**src/rtl/ballast_seq_pkg.sv**
```systemverilog
package ballast_seq_pkg;

   typedef enum logic [2:0] {
      PH_OFF     = 3'd0,
      PH_PRE_CHG = 3'd1,
      PH_PRE_FLT = 3'd2,
      PH_IGN     = 3'd3,
      PH_RUN     = 3'd4,
      PH_LATCH   = 3'd5
   } phase_e;

   typedef enum logic [1:0] {
      FC_IDLE = 2'd0,
      FC_CHG  = 2'd1,
      FC_SINK = 2'd2
   } fcyc_e;

   typedef struct packed {
      logic oc;
      logic eol;
      logic cmp;
   } cause_t;

endpackage

```
**src/rtl/ballast_fault_timer.sv**
```systemverilog
module ballast_fault_timer
   import ballast_seq_pkg::*;
(
   input  logic  clk,
   input  logic  rst_n,
   input  logic  abort_i,
   input  logic  start_i,
   input  logic  tch_hi_i,
   input  logic  tch_lo_i,
   output fcyc_e phase_o,
   output logic  done_o
);

   fcyc_e phase_q, phase_d;

   always_comb begin
      phase_d = phase_q;
      unique case (phase_q)
         FC_IDLE: if (start_i)  phase_d = FC_CHG;
         FC_CHG:  if (tch_hi_i) phase_d = FC_SINK;
         FC_SINK: if (tch_lo_i) phase_d = FC_IDLE;
         default:               phase_d = FC_IDLE;
      endcase
      if (abort_i) phase_d = FC_IDLE;
   end

   always_ff @(posedge clk or negedge rst_n) begin
      if (!rst_n) phase_q <= FC_IDLE;
      else        phase_q <= phase_d;
   end

   assign phase_o = phase_q;
   assign done_o  = (phase_q == FC_SINK) && tch_lo_i;


   idle_no_skip_chk: assert property (@(posedge clk) disable iff (!rst_n)
      (phase_q == FC_IDLE) |=> (phase_q != FC_SINK));


   sink_after_charge_chk: assert property (@(posedge clk) disable iff (!rst_n)
      (phase_q == FC_SINK) |-> ($past(phase_q) != FC_IDLE));

endmodule

```
**src/rtl/ballast_phase_ctrl.sv**
```systemverilog
module ballast_phase_ctrl
   import ballast_seq_pkg::*;
#(
   parameter int RUN_SAT_CYC = 3
)(
   input  logic   clk,
   input  logic   rst_n,
   input  logic   supply_ok_i,
   input  logic   shdn_i,
   input  logic   tch_hi_i,
   input  logic   tch_lo_i,
   input  logic   eoi_run_i,
   input  logic   cs_test_i,
   input  logic   cs_lim_i,
   input  logic   cs_mid_i,
   input  logic   cs_sat_i,
   input  logic   eol_win_i,
   input  logic   comp_low_i,
   input  fcyc_e  fc_phase_i,
   input  logic   fc_done_i,
   output phase_e phase_o,
   output logic   fc_start_o,
   output logic   fc_abort_o
);

   localparam int CNT_W = (RUN_SAT_CYC > 1) ? $clog2(RUN_SAT_CYC) : 1;

   generate
      if (RUN_SAT_CYC < 1) begin : g_bad_sat
         $error("RUN_SAT_CYC must be at least 1");
      end
   endgenerate

   phase_e phase_q, phase_d;
   cause_t cause_q, cause_d, cause_now;
   logic   in_ign, in_run, active;
   logic   sat_run, verdict;

   assign in_ign = (phase_q == PH_IGN);
   assign in_run = (phase_q == PH_RUN);
   assign active = in_ign || in_run;

   // run-mode capacitive-mode detection: direct or persistence-filtered
   generate
      if (RUN_SAT_CYC == 1) begin : g_sat_direct
         assign sat_run = in_run && cs_mid_i;
      end else begin : g_sat_filt
         logic [CNT_W-1:0] sat_cnt_q;
         always_ff @(posedge clk or negedge rst_n) begin
            if (!rst_n)
               sat_cnt_q <= '0;
            else if (!(in_run && cs_mid_i))
               sat_cnt_q <= '0;
            else if (sat_cnt_q != CNT_W'(RUN_SAT_CYC - 1))
               sat_cnt_q <= sat_cnt_q + 1'b1;
         end
         assign sat_run = in_run && cs_mid_i &&
                          (sat_cnt_q == CNT_W'(RUN_SAT_CYC - 1));
      end
   endgenerate

   // conditions that open a timing cycle in run
   assign cause_now.oc  = in_run && cs_lim_i;
   assign cause_now.eol = in_run && eol_win_i;
   assign cause_now.cmp = in_run && comp_low_i;

   assign fc_start_o = (in_ign && cs_mid_i) ||
                       cause_now.oc || cause_now.eol || cause_now.cmp;

   always_comb begin
      if (in_ign)
         verdict = cs_lim_i;
      else
         verdict = ((cause_q.oc | cs_lim_i) & cs_test_i) |
                   (cause_q.eol & eol_win_i) |
                   (cause_q.cmp & comp_low_i);
   end

   always_comb begin
      phase_d = phase_q;
      unique case (phase_q)
         PH_OFF:     if (!shdn_i) phase_d = PH_PRE_CHG;
         PH_PRE_CHG: if (shdn_i) phase_d = PH_OFF;
                     else if (tch_hi_i) phase_d = PH_PRE_FLT;
         PH_PRE_FLT: if (shdn_i) phase_d = PH_OFF;
                     else if (tch_lo_i) phase_d = PH_IGN;
         PH_IGN:     if (shdn_i) phase_d = PH_OFF;
                     else if (cs_sat_i) phase_d = PH_LATCH;
                     else if (fc_done_i && verdict) phase_d = PH_LATCH;
                     else if (eoi_run_i) phase_d = PH_RUN;
         PH_RUN:     if (shdn_i) phase_d = PH_OFF;
                     else if (sat_run) phase_d = PH_LATCH;
                     else if (fc_done_i && verdict) phase_d = PH_LATCH;
         PH_LATCH:   phase_d = PH_LATCH;
         default:    phase_d = PH_OFF;
      endcase
      if (!supply_ok_i) phase_d = PH_OFF;
   end

   assign fc_abort_o = !active || (phase_d != phase_q);

   always_comb begin
      if (fc_abort_o)
         cause_d = '0;
      else if (fc_phase_i == FC_IDLE)
         cause_d = cause_now;
      else
         cause_d = cause_q | cause_now;
   end

   always_ff @(posedge clk or negedge rst_n) begin
      if (!rst_n) begin
         phase_q <= PH_OFF;
         cause_q <= '0;
      end else begin
         phase_q <= phase_d;
         cause_q <= cause_d;
      end
   end

   assign phase_o = phase_q;


   latch_holds_chk: assert property (@(posedge clk) disable iff (!rst_n)
      (phase_q == PH_LATCH && supply_ok_i) |=> (phase_q == PH_LATCH));


   preheat_order_chk: assert property (@(posedge clk) disable iff (!rst_n)
      (phase_q == PH_IGN && $past(phase_q) != PH_IGN) |-> ($past(phase_q) == PH_PRE_FLT));


   supply_drop_chk: assert property (@(posedge clk) disable iff (!rst_n)
      !supply_ok_i |=> (phase_q == PH_OFF));

endmodule

```
**src/rtl/ballast_pin_drive.sv**
```systemverilog
module ballast_pin_drive
   import ballast_seq_pkg::*;
(
   input  logic   clk,
   input  logic   rst_n,
   input  phase_e phase_i,
   input  fcyc_e  fc_phase_i,
   input  logic   cs_mid_i,
   input  logic   cs_lim_i,
   output logic   tch_charge_o,
   output logic   tch_sink_o,
   output logic   tch_clamp_o,
   output logic   eoi_clamp_o,
   output logic   freq_up_o,
   output logic   drv_en_o,
   output logic   latched_o
);

   logic active, preheat;

   assign active  = (phase_i == PH_IGN) || (phase_i == PH_RUN);
   assign preheat = (phase_i == PH_PRE_CHG) || (phase_i == PH_PRE_FLT);

   assign tch_charge_o = (phase_i == PH_PRE_CHG) || (active && fc_phase_i == FC_CHG);
   assign tch_sink_o   = active && (fc_phase_i == FC_SINK);
   assign tch_clamp_o  = (phase_i == PH_OFF) || (phase_i == PH_LATCH) ||
                         (active && fc_phase_i == FC_IDLE);
   assign eoi_clamp_o  = !active;
   assign freq_up_o    = ((phase_i == PH_IGN) && cs_mid_i) ||
                         ((phase_i == PH_RUN) && cs_lim_i);
   assign drv_en_o     = preheat || active;
   assign latched_o    = (phase_i == PH_LATCH);


   tch_ctrl_excl_chk: assert property (@(posedge clk) disable iff (!rst_n)
      $onehot0({tch_charge_o, tch_sink_o, tch_clamp_o}));


   latched_quiet_chk: assert property (@(posedge clk) disable iff (!rst_n)
      latched_o |-> (!drv_en_o && tch_clamp_o && eoi_clamp_o));

endmodule

```
**src/rtl/ballast_seq.sv**
```systemverilog
module ballast_seq
   import ballast_seq_pkg::*;
#(
   parameter int RUN_SAT_CYC = 3
)(
   input  logic clk,
   input  logic rst_n,
   input  logic supply_ok,
   input  logic shdn_req,
   input  logic tch_hi,
   input  logic tch_lo,
   input  logic eoi_run,
   input  logic cs_test,
   input  logic cs_lim,
   input  logic cs_mid,
   input  logic cs_sat,
   input  logic eol_win,
   input  logic comp_low,
   output logic tch_charge,
   output logic tch_sink,
   output logic tch_clamp,
   output logic eoi_clamp,
   output logic freq_up_sink,
   output logic drv_en,
   output logic fault_latched
);

   phase_e phase;
   fcyc_e  fc_phase;
   logic   fc_start, fc_abort, fc_done;

   ballast_phase_ctrl #(.RUN_SAT_CYC(RUN_SAT_CYC)) u_ctrl (
      .clk         (clk),
      .rst_n       (rst_n),
      .supply_ok_i (supply_ok),
      .shdn_i      (shdn_req),
      .tch_hi_i    (tch_hi),
      .tch_lo_i    (tch_lo),
      .eoi_run_i   (eoi_run),
      .cs_test_i   (cs_test),
      .cs_lim_i    (cs_lim),
      .cs_mid_i    (cs_mid),
      .cs_sat_i    (cs_sat),
      .eol_win_i   (eol_win),
      .comp_low_i  (comp_low),
      .fc_phase_i  (fc_phase),
      .fc_done_i   (fc_done),
      .phase_o     (phase),
      .fc_start_o  (fc_start),
      .fc_abort_o  (fc_abort)
   );

   ballast_fault_timer u_timer (
      .clk      (clk),
      .rst_n    (rst_n),
      .abort_i  (fc_abort),
      .start_i  (fc_start),
      .tch_hi_i (tch_hi),
      .tch_lo_i (tch_lo),
      .phase_o  (fc_phase),
      .done_o   (fc_done)
   );

   ballast_pin_drive u_pins (
      .clk          (clk),
      .rst_n        (rst_n),
      .phase_i      (phase),
      .fc_phase_i   (fc_phase),
      .cs_mid_i     (cs_mid),
      .cs_lim_i     (cs_lim),
      .tch_charge_o (tch_charge),
      .tch_sink_o   (tch_sink),
      .tch_clamp_o  (tch_clamp),
      .eoi_clamp_o  (eoi_clamp),
      .freq_up_o    (freq_up_sink),
      .drv_en_o     (drv_en),
      .latched_o    (fault_latched)
   );


   supply_off_drv_chk: assert property (@(posedge clk) disable iff (!rst_n)
      !supply_ok |=> (!drv_en && !fault_latched));


   shdn_stops_chk: assert property (@(posedge clk) disable iff (!rst_n)
      (shdn_req && !fault_latched) |=> !drv_en);


   run_entry_clamp_chk: assert property (@(posedge clk) disable iff (!rst_n)
      (phase == PH_RUN && $past(phase) == PH_IGN) |-> tch_clamp);

endmodule

```
**config.mk**
```make
export PLATFORM = sky130hd
export DESIGN_NAME = ballast_seq
export DESIGN_NICKNAME = d
export VERILOG_FILES = /design/src/rtl/ballast_seq_pkg.sv /design/src/rtl/ballast_fault_timer.sv /design/src/rtl/ballast_phase_ctrl.sv /design/src/rtl/ballast_pin_drive.sv /design/src/rtl/ballast_seq.sv
export SDC_FILE = /design/constraint.sdc
export NUM_CORES = 1
export LEC_CHECK = 0
export BUFFER_PORTS_ARGS = -buffer_cell sky130_fd_sc_hd__buf_2
export CAP_MARGIN = 20
export CORE_MARGIN = 5
export CORE_UTILIZATION = 54
export CTS_CLUSTER_DIAMETER = 30
export DETAILED_ROUTE_END_ITERATION = 6
export MAX_ROUTING_LAYER = met4
export PLACE_DENSITY = 0.81
export SYNTH_ARGS = -nofsm -noshare
export SYNTH_HDL_FRONTEND = slang
export SYNTH_SLANG_ARGS = --single-unit
```
**constraint.sdc**
```tcl
create_clock -name clk -period 4.9 [get_ports clk]
set_input_delay 1.47 -clock clk [delete_from_list [all_inputs] [get_ports clk]]
set_output_delay 1.47 -clock clk [all_outputs]
set_load 0.005 [all_outputs]
```
==> results.json, run 1 <==
{
  "cts_sinks": 10,
  "dr.first_iter.drc_count": 21,
  "worstMarginPinSlew_ns": 0.499,
  "yosys.area_share.simple_pct": 27.6,
  "layout_setup_ws_ns": 1.49,
  "post-route-min-period_ns": 3.41,
  "critPathMaxFanout": 4,
  "ys_seq_elements": 10,
  "drv_slew": 0,
  "period_share_pct": 69.6,
  "synth_mux_area_share_pct": 1.32,
  "nFillCells": 120,
  "synth_compound_area_share_pct": 28.9,
  "yosysWarnings": 0,
  "std_cell_rows": 13,
  "max_slew_margin_pct": 65.8,
  "end_kind": "output pin",
  "synth_area_per_cell_sq_um": 8.36,
  "rsz0062_at_grt": "no",
  "gp_congestion": 0.817,
  "hold_buffers": 0,
  "worstSetupPathType": "input port to output pin",
  "port_buffers": 19,
  "syn_nets": 105,
  "core_sq_um": 1320,
  "drc": 0,
  "crit_required_ns": 3.43,
  "pin_count": 20,
  "drive_gt1_share_pct": 23.9,
  "synth-edff-count": 0,
  "layout.nets": 125,
  "grt_pass1_vias": 708,
  "die_w_microns": 47.5,
  "clock_path_buffers": 2,
  "numCtsBuffers": 3,
  "postSynthCellCount": 91,
  "die_area_sq_um": 2260,
  "syn_area_sq_um": 761,
  "cts_resized": 0,
  "synth_xor_area_share_pct": 2.30,
  "wl_per_cell_microns": 14.3,
  "synth_top_family_by_area": "compound AO/OA/AOI/OAI gates",
  "max_freq_mhz": 293,
  "viasPerCell": 5.97,
  "fin_area_sq_um": 872,
  "grt_pass1_wl_microns": 2970,
  "pre_cts_slack_ns": 1.48,
  "cts_setup_buffers": 0,
  "wirelength_microns": 1770,
  "synth.distinct_cells": 36,
  "vias": 740,
  "async_reset_ff_share_pct": 100,
  "floorplan.initialDensity_pct": 57.7,
  "critPathArrivalTime_ns": 1.94,
  "grt.total_usage_pct": 19.6,
  "tns_ns": 0,
  "cap_violations": 0,
  "antenna_found_initial": 0,
  "power_density_nw_per_um2": 186,
  "dpl.hpwl_microns": 1340,
  "yosysSeqAreaShare_pct": 32.9,
  "setup_violations": 0,
  "postRouteAntennaNets": 0,
  "root_buffer": "clkbuf_4",
  "holdCritPathClass": "flip-flop to flip-flop",
  "die_height_microns": 47.5,
  "tritoncts": "yes",
  "ir_worst_vdd_v": 0.000168,
  "dpl_cell_area_sq_um": 850,
  "clkLatencyLatePin_ns": 0.26,
  "grt_overflow": 0,
  "ys.flop_type": "dfrtp_1",
  "drt_first_pass_iters": 4,
  "hold_violations": 0,
  "diodes": 0,
  "clock_skew_ns": 0.00122,
  "status": "complete, no violations",
  "path_clk_slew_ns": 0.06,
  "grt_max_degree": 15,
  "area_growth_pct": 14.6,
  "cts_htree_levels": 1,
  "leakage_nw": 0.387,
  "synth_adder_area_share_pct": 1.64,
  "cp-start-kind": "input port"
}
==> cells by family after synthesis <==
group,after synthesis
and+or+nand+nor,37
AOI/OAI and AO/OA,32
DFF,10
buffers and inverters,8
xor gates and xnor gates,2
muxes,1
adders and majority gates,1
==> cell usage in the layout (no fill, tap or decap), types with 2 or more instances in the layout <==
cell type / count
buf_2: 19
nor2_1: 12
o21ai_0: 10
dfrtp_1: 10
a21oi_1: 8
nand2_1: 5
inv_1: 4
nand2b_1: 4
nor3_1: 3
clkbuf_4: 3
and3b_1: 2
a22o_1: 2
nand3b_1: 2
nand4b_1: 2
a211oi_1: 2
nor4b_1: 2
==> where the power goes <==
part,switching [mW],internal (mW)
logic,0.0117,0.00993
registers,0.00217,0.0832
clock network,0.0268,0.0283
total,0.0407,0.122
==> worst max-delay path, stage by stage <==
cell and delay [ns]:
buf_2 0.12, a22o_1 0.22, buf_2 0.13
==> stage by stage <==
| stage | power (mW) | instances | hold WS, ns | util, % |
|---|---|---|---|---|
| floorplan | 0.0977 | 91 | 0.488 | - |
| global placement | 0.108 | 121 | 0.505 | 64.5 |
| detailed placement | 0.108 | 121 | 0.523 | 64.5 |
| CTS | 0.164 | 124 | 0.537 | 66.2 |
| global route | 0.170 | 124 | 0.577 | 66.2 |
| finish | 0.162 | 124 | 0.534 | 66.2 |
==> layout make-up <==
class                   count  area, sq um  share of cell area [%]
clock buffers               3         22.5                    2.58
multi-input cells          73          470                    53.9
repair buffers             19         95.1                    10.9
inverters                   4         15.0                    1.72
flip-flops and latches     10          250                    28.7
well taps                  15         18.8                    2.15
==> final timing paths <==
path | from | end | slack [ns] | cells after the start
max in group asynchronous | rst_n | u_timer.phase_o[0] | 3.66 | 1
setup / recovery | cs_lim | freq_up_sink | 1.49 | 3
hold / removal | u_ctrl.g_sat_filt.sat_cnt_q[1] | u_ctrl.g_sat_filt.sat_cnt_q[1] | 0.53 | 2
setup reg to reg | u_ctrl.phase_o[2] | u_timer.phase_o[0] | 2.60 | 6
hold reg to reg | u_ctrl.g_sat_filt.sat_cnt_q[1] | u_ctrl.g_sat_filt.sat_cnt_q[1] | 0.53 | 2
min in group asynchronous | rst_n | u_ctrl.g_sat_filt.sat_cnt_q[0] | 1.05 | 1
==> cells in the mapped netlist (2+ instances only) <==
| master | number | area [sq um] |
|---|---|---|
| nor4b_1 | 2 | 17.5 |
| a211oi_1 | 2 | 15.0 |
| inv_1 | 4 | 15.0 |
| o21ai_0 | 10 | 50.1 |
| nor2_1 | 12 | 45.0 |
| buf_2 | 2 | 10.0 |
| a21oi_1 | 8 | 40.0 |
| nand4b_1 | 2 | 17.5 |
| nand2_1 | 5 | 18.8 |
| nand2b_1 | 4 | 25.0 |
| dfrtp_1 | 10 | 250 |
| nand3b_1 | 2 | 15.0 |
| a22o_1 | 2 | 17.5 |
| nor3_1 | 3 | 15.0 |
| and3b_1 | 2 | 17.5 |
==> layer usage <==
metal	wire, microns	GRT usage [%]
met1	795	26.9
met2	827	26.7
met3	112	3.38
met4	34	11.3
met5	0	-
==> flip-flops by register name (all words and copies together) (netlist names) <==
name / flops
u_ctrl.g_sat_filt.sat_cnt_q: 2
u_ctrl.phase_o: 3
u_ctrl.cause_q: 3
u_timer.phase_o: 2
Power figures use the tool's default switching activity.
==> run 2: changes to the inputs <==
--- a/config.mk
+++ b/config.mk
@@ -5,14 +5,15 @@
 export SDC_FILE = /design/constraint.sdc
 export NUM_CORES = 1
 export LEC_CHECK = 0
+export ABC_AREA = 1
 export BUFFER_PORTS_ARGS = -buffer_cell sky130_fd_sc_hd__buf_2
 export CAP_MARGIN = 20
 export CORE_MARGIN = 5
-export CORE_UTILIZATION = 54
+export CORE_UTILIZATION = 52
 export CTS_CLUSTER_DIAMETER = 30
 export DETAILED_ROUTE_END_ITERATION = 6
 export MAX_ROUTING_LAYER = met4
-export PLACE_DENSITY = 0.81
+export PLACE_DENSITY = 0.78
 export SYNTH_ARGS = -nofsm -noshare
 export SYNTH_HDL_FRONTEND = slang
 export SYNTH_SLANG_ARGS = --single-unit
==> constraint.sdc (replaced) <==
create_clock -name clk -period 3.3 [get_ports clk]
set_input_delay 0.99 -clock clk [delete_from_list [all_inputs] [get_ports clk]]
set_output_delay 0.99 -clock clk [all_outputs]
set_load 0.005 [all_outputs]
==> run 2 against run 1 <==
Net effect:
- register-to-register slack got worse by 1.3 ns
- clock power grew 110%
- die area increased by 12%
- critical endpoint is now tch_clamp
- highest routed layer unchanged
==> results.json, run 2 <==
{
  "status": "complete, no violations",
  "ys_seq_elements": 10,
  "worstMarginPinSlew_ns": 0.412,
  "yosysWarnings": 0,
  "grt_pass1_vias": 780,
  "diodes": 0,
  "die_w_microns": 50.3,
  "grt_overflow": 0,
  "async_reset_ff_share_pct": 100,
  "cts_resized": 0,
  "ir_worst_vdd_v": 0.000249,
  "wirelength_microns": 1910,
  "drc": 0,
  "area_growth_pct": 15.3,
  "hp-start": "u_ctrl.cause_q[1]",
  "postSynthCellCount": 122,
  "crit_path_top_delay_cell": "dfrtp_1",
  "clock_path_buffers": 2,
  "tritoncts": "yes",
  "syn_nets": 136,
  "dr.first_iter.drc_count": 19,
  "swShare_pct": 25.1,
  "drive_gt1_share_pct": 30.8,
  "ys.flop_type": "dfrtp_1",
  "syn_area_sq_um": 845,
  "synth-edff-count": 0,
  "cp-start-kind": "flip-flop",
  "max_freq_mhz": 379,
  "post-route-min-period_ns": 2.64,
  "path_clk_slew_ns": 0.08,
  "synth_top_cell_by_area": "dfrtp_1",
  "std_cell_rows": 14,
  "multi_input_area_sq_um": 493,
  "synth_area_per_cell_sq_um": 6.92,
  "critPathMaxFanout": 8,
  "end_kind": "output pin",
  "cp-startpoint": "u_ctrl.phase_o[1]",
  "power_density_nw_per_um2": 278,
  "leakage_nw": 0.525,
  "grt_max_degree": 11,
  "clock_skew_ns": 0.00459,
  "critPathMaxStageDelay_ns": 0.60,
  "power.net_switching_uw": 68.0,
  "intPower_uw": 203,
  "worstReg2RegStart": "u_ctrl.phase_o[1]",
  "power_frac_seq_pct": 46.4,
  "clkLatencyLatePin_ns": 0.27,
  "yosysSeqAreaShare_pct": 29.6,
  "hold_violations": 0,
  "pin_count": 20,
  "holdCritPathClass": "flip-flop to flip-flop",
  "max_slew_margin_pct": 72.5,
  "worstSetupPathType": "flip-flop to output pin",
  "numPlacedInstances": 155,
  "hold_buffers": 0,
  "setup_violations": 0,
  "drv_slew": 0,
  "viasPerCell": 5.25,
  "nFillCells": 141,
  "critPathArrivalTime_ns": 1.65,
  "gp_congestion": 0.879,
  "grt_pass1_wl_microns": 3270,
  "die_area_sq_um": 2530,
  "crit_required_ns": 2.31,
  "root_buffer": "clkbuf_4",
  "period_share_pct": 80.0,
  "ys_top_cells_by_area": "dfrtp_1, nand2_1, inv_1, nand3_1, nand3_2",
  "cap_violations": 0,
  "cts_htree_levels": 1,
  "layout_commonest_cell": "nand2_1",
  "reg2regPathDepth": 15,
  "ys_top_cells_by_count": "nand2_1, inv_1, dfrtp_1, nand3_1, nor2_1",
  "synth_most_common_cell": "nand2_1",
  "wl_per_cell_microns": 12.0,
  "synth.distinct_cells": 25,
  "combPwrFrac_pct": 11.4,
  "cts_setup_buffers": 0,
  "postRouteAntennaNets": 0,
  "p_clk_share_pct": 42.1,
  "dpl.hpwl_microns": 1510,
  "core_sq_um": 1520,
  "vias": 835,
  "path_cells": "o21ai_1, nand2_4, inv_1, a221o_1, buf_2",
  "layout.nets": 158,
  "layout.cells.most_common_list": "nand2_1, buf_2, inv_1",
  "netlist.area_leader.share_pct": 29.6,
  "floorplan.initialDensity_pct": 55.4,
  "grt.total_usage_pct": 17.0,
  "whs_path_depth": 2,
  "die_height_microns": 50.3,
  "numCtsBuffers": 3,
  "regArea_sq_um": 250,
  "rsz0062_at_grt": "no",
  "antenna_found_initial": 0,
  "drt_first_pass_iters": 4,
  "stdcell_count": 159,
  "port_buffers": 19,
  "cts_sinks": 10,
  "tns_ns": 0
}
==> run 2: kinds of logic after synthesis <==
logic type      after synthesis  synth area share, %
simple gates                 71                 44.4
buf+inv                      23                 12.0
compound gates               17                 12.4
flops                        10                 29.6
fa+ha+maj                     1                 1.48
==> run 2: through the flow <==
stage                     hold WS (ns)  setup WS (ns)  utilization, %  power [mW]  cell area, sq um
after floorplan                  0.511           1.19               -       0.145               845
after global placement           0.534          0.960            61.5       0.159               937
after detailed placement         0.539          0.944            61.5       0.159               937
after CTS                        0.551          0.672            63.9       0.274               973
after global routing             0.568          0.569            63.9       0.286               973
final                            0.544          0.659            63.9       0.271               973
==> run 2: path summary, 6_finish.rpt <==
kind | to | slack, ns
setup / recovery | tch_clamp | 0.66
hold / removal | u_ctrl.cause_q[1] | 0.54
setup reg to reg | u_timer.phase_o[0] | 1.30
hold reg to reg | u_ctrl.cause_q[1] | 0.54
max in group asynchronous | u_ctrl.phase_o[0] | 2.53
min in group asynchronous | u_ctrl.cause_q[2] | 0.57
==> run 2: cell type report <==
class | count | share of cell area (%)
multi-input combinational | 89 | 50.6
sequential | 10 | 25.7
timing repair buffer | 19 | 9.77
inverter | 21 | 8.10
clock buffer | 4 | 3.73
tap | 16 | 2.06
==> run 2: metal layers <==
metal  vias up  GRT usage [%]  wire (microns)
li1        435              -               -
met1       378           19.8             902
met2        18           27.6             901
met3         4           4.14              71
met4         0           7.23              29
met5         -              -               0
==> run 2: worst max-delay path, delay by kind of cell, from the launching register on <==
kind	cells	cell delay, ns
AOI/OAI and AO/OA	2	0.45
DFF	1	0.60
buffers and inverters	2	0.20
and+or+nand+nor	1	0.13
==> run 2: power groups by stage <==
stage | Clock, mW | Sequential, mW | Combinational [mW]
floorplan | 0 | 0.126 | 0.0188
global placement | 0 | 0.128 | 0.0303
detailed placement | 0 | 0.128 | 0.0306
CTS | 0.118 | 0.126 | 0.0308
global route | 0.126 | 0.126 | 0.0346
finish | 0.114 | 0.126 | 0.0310
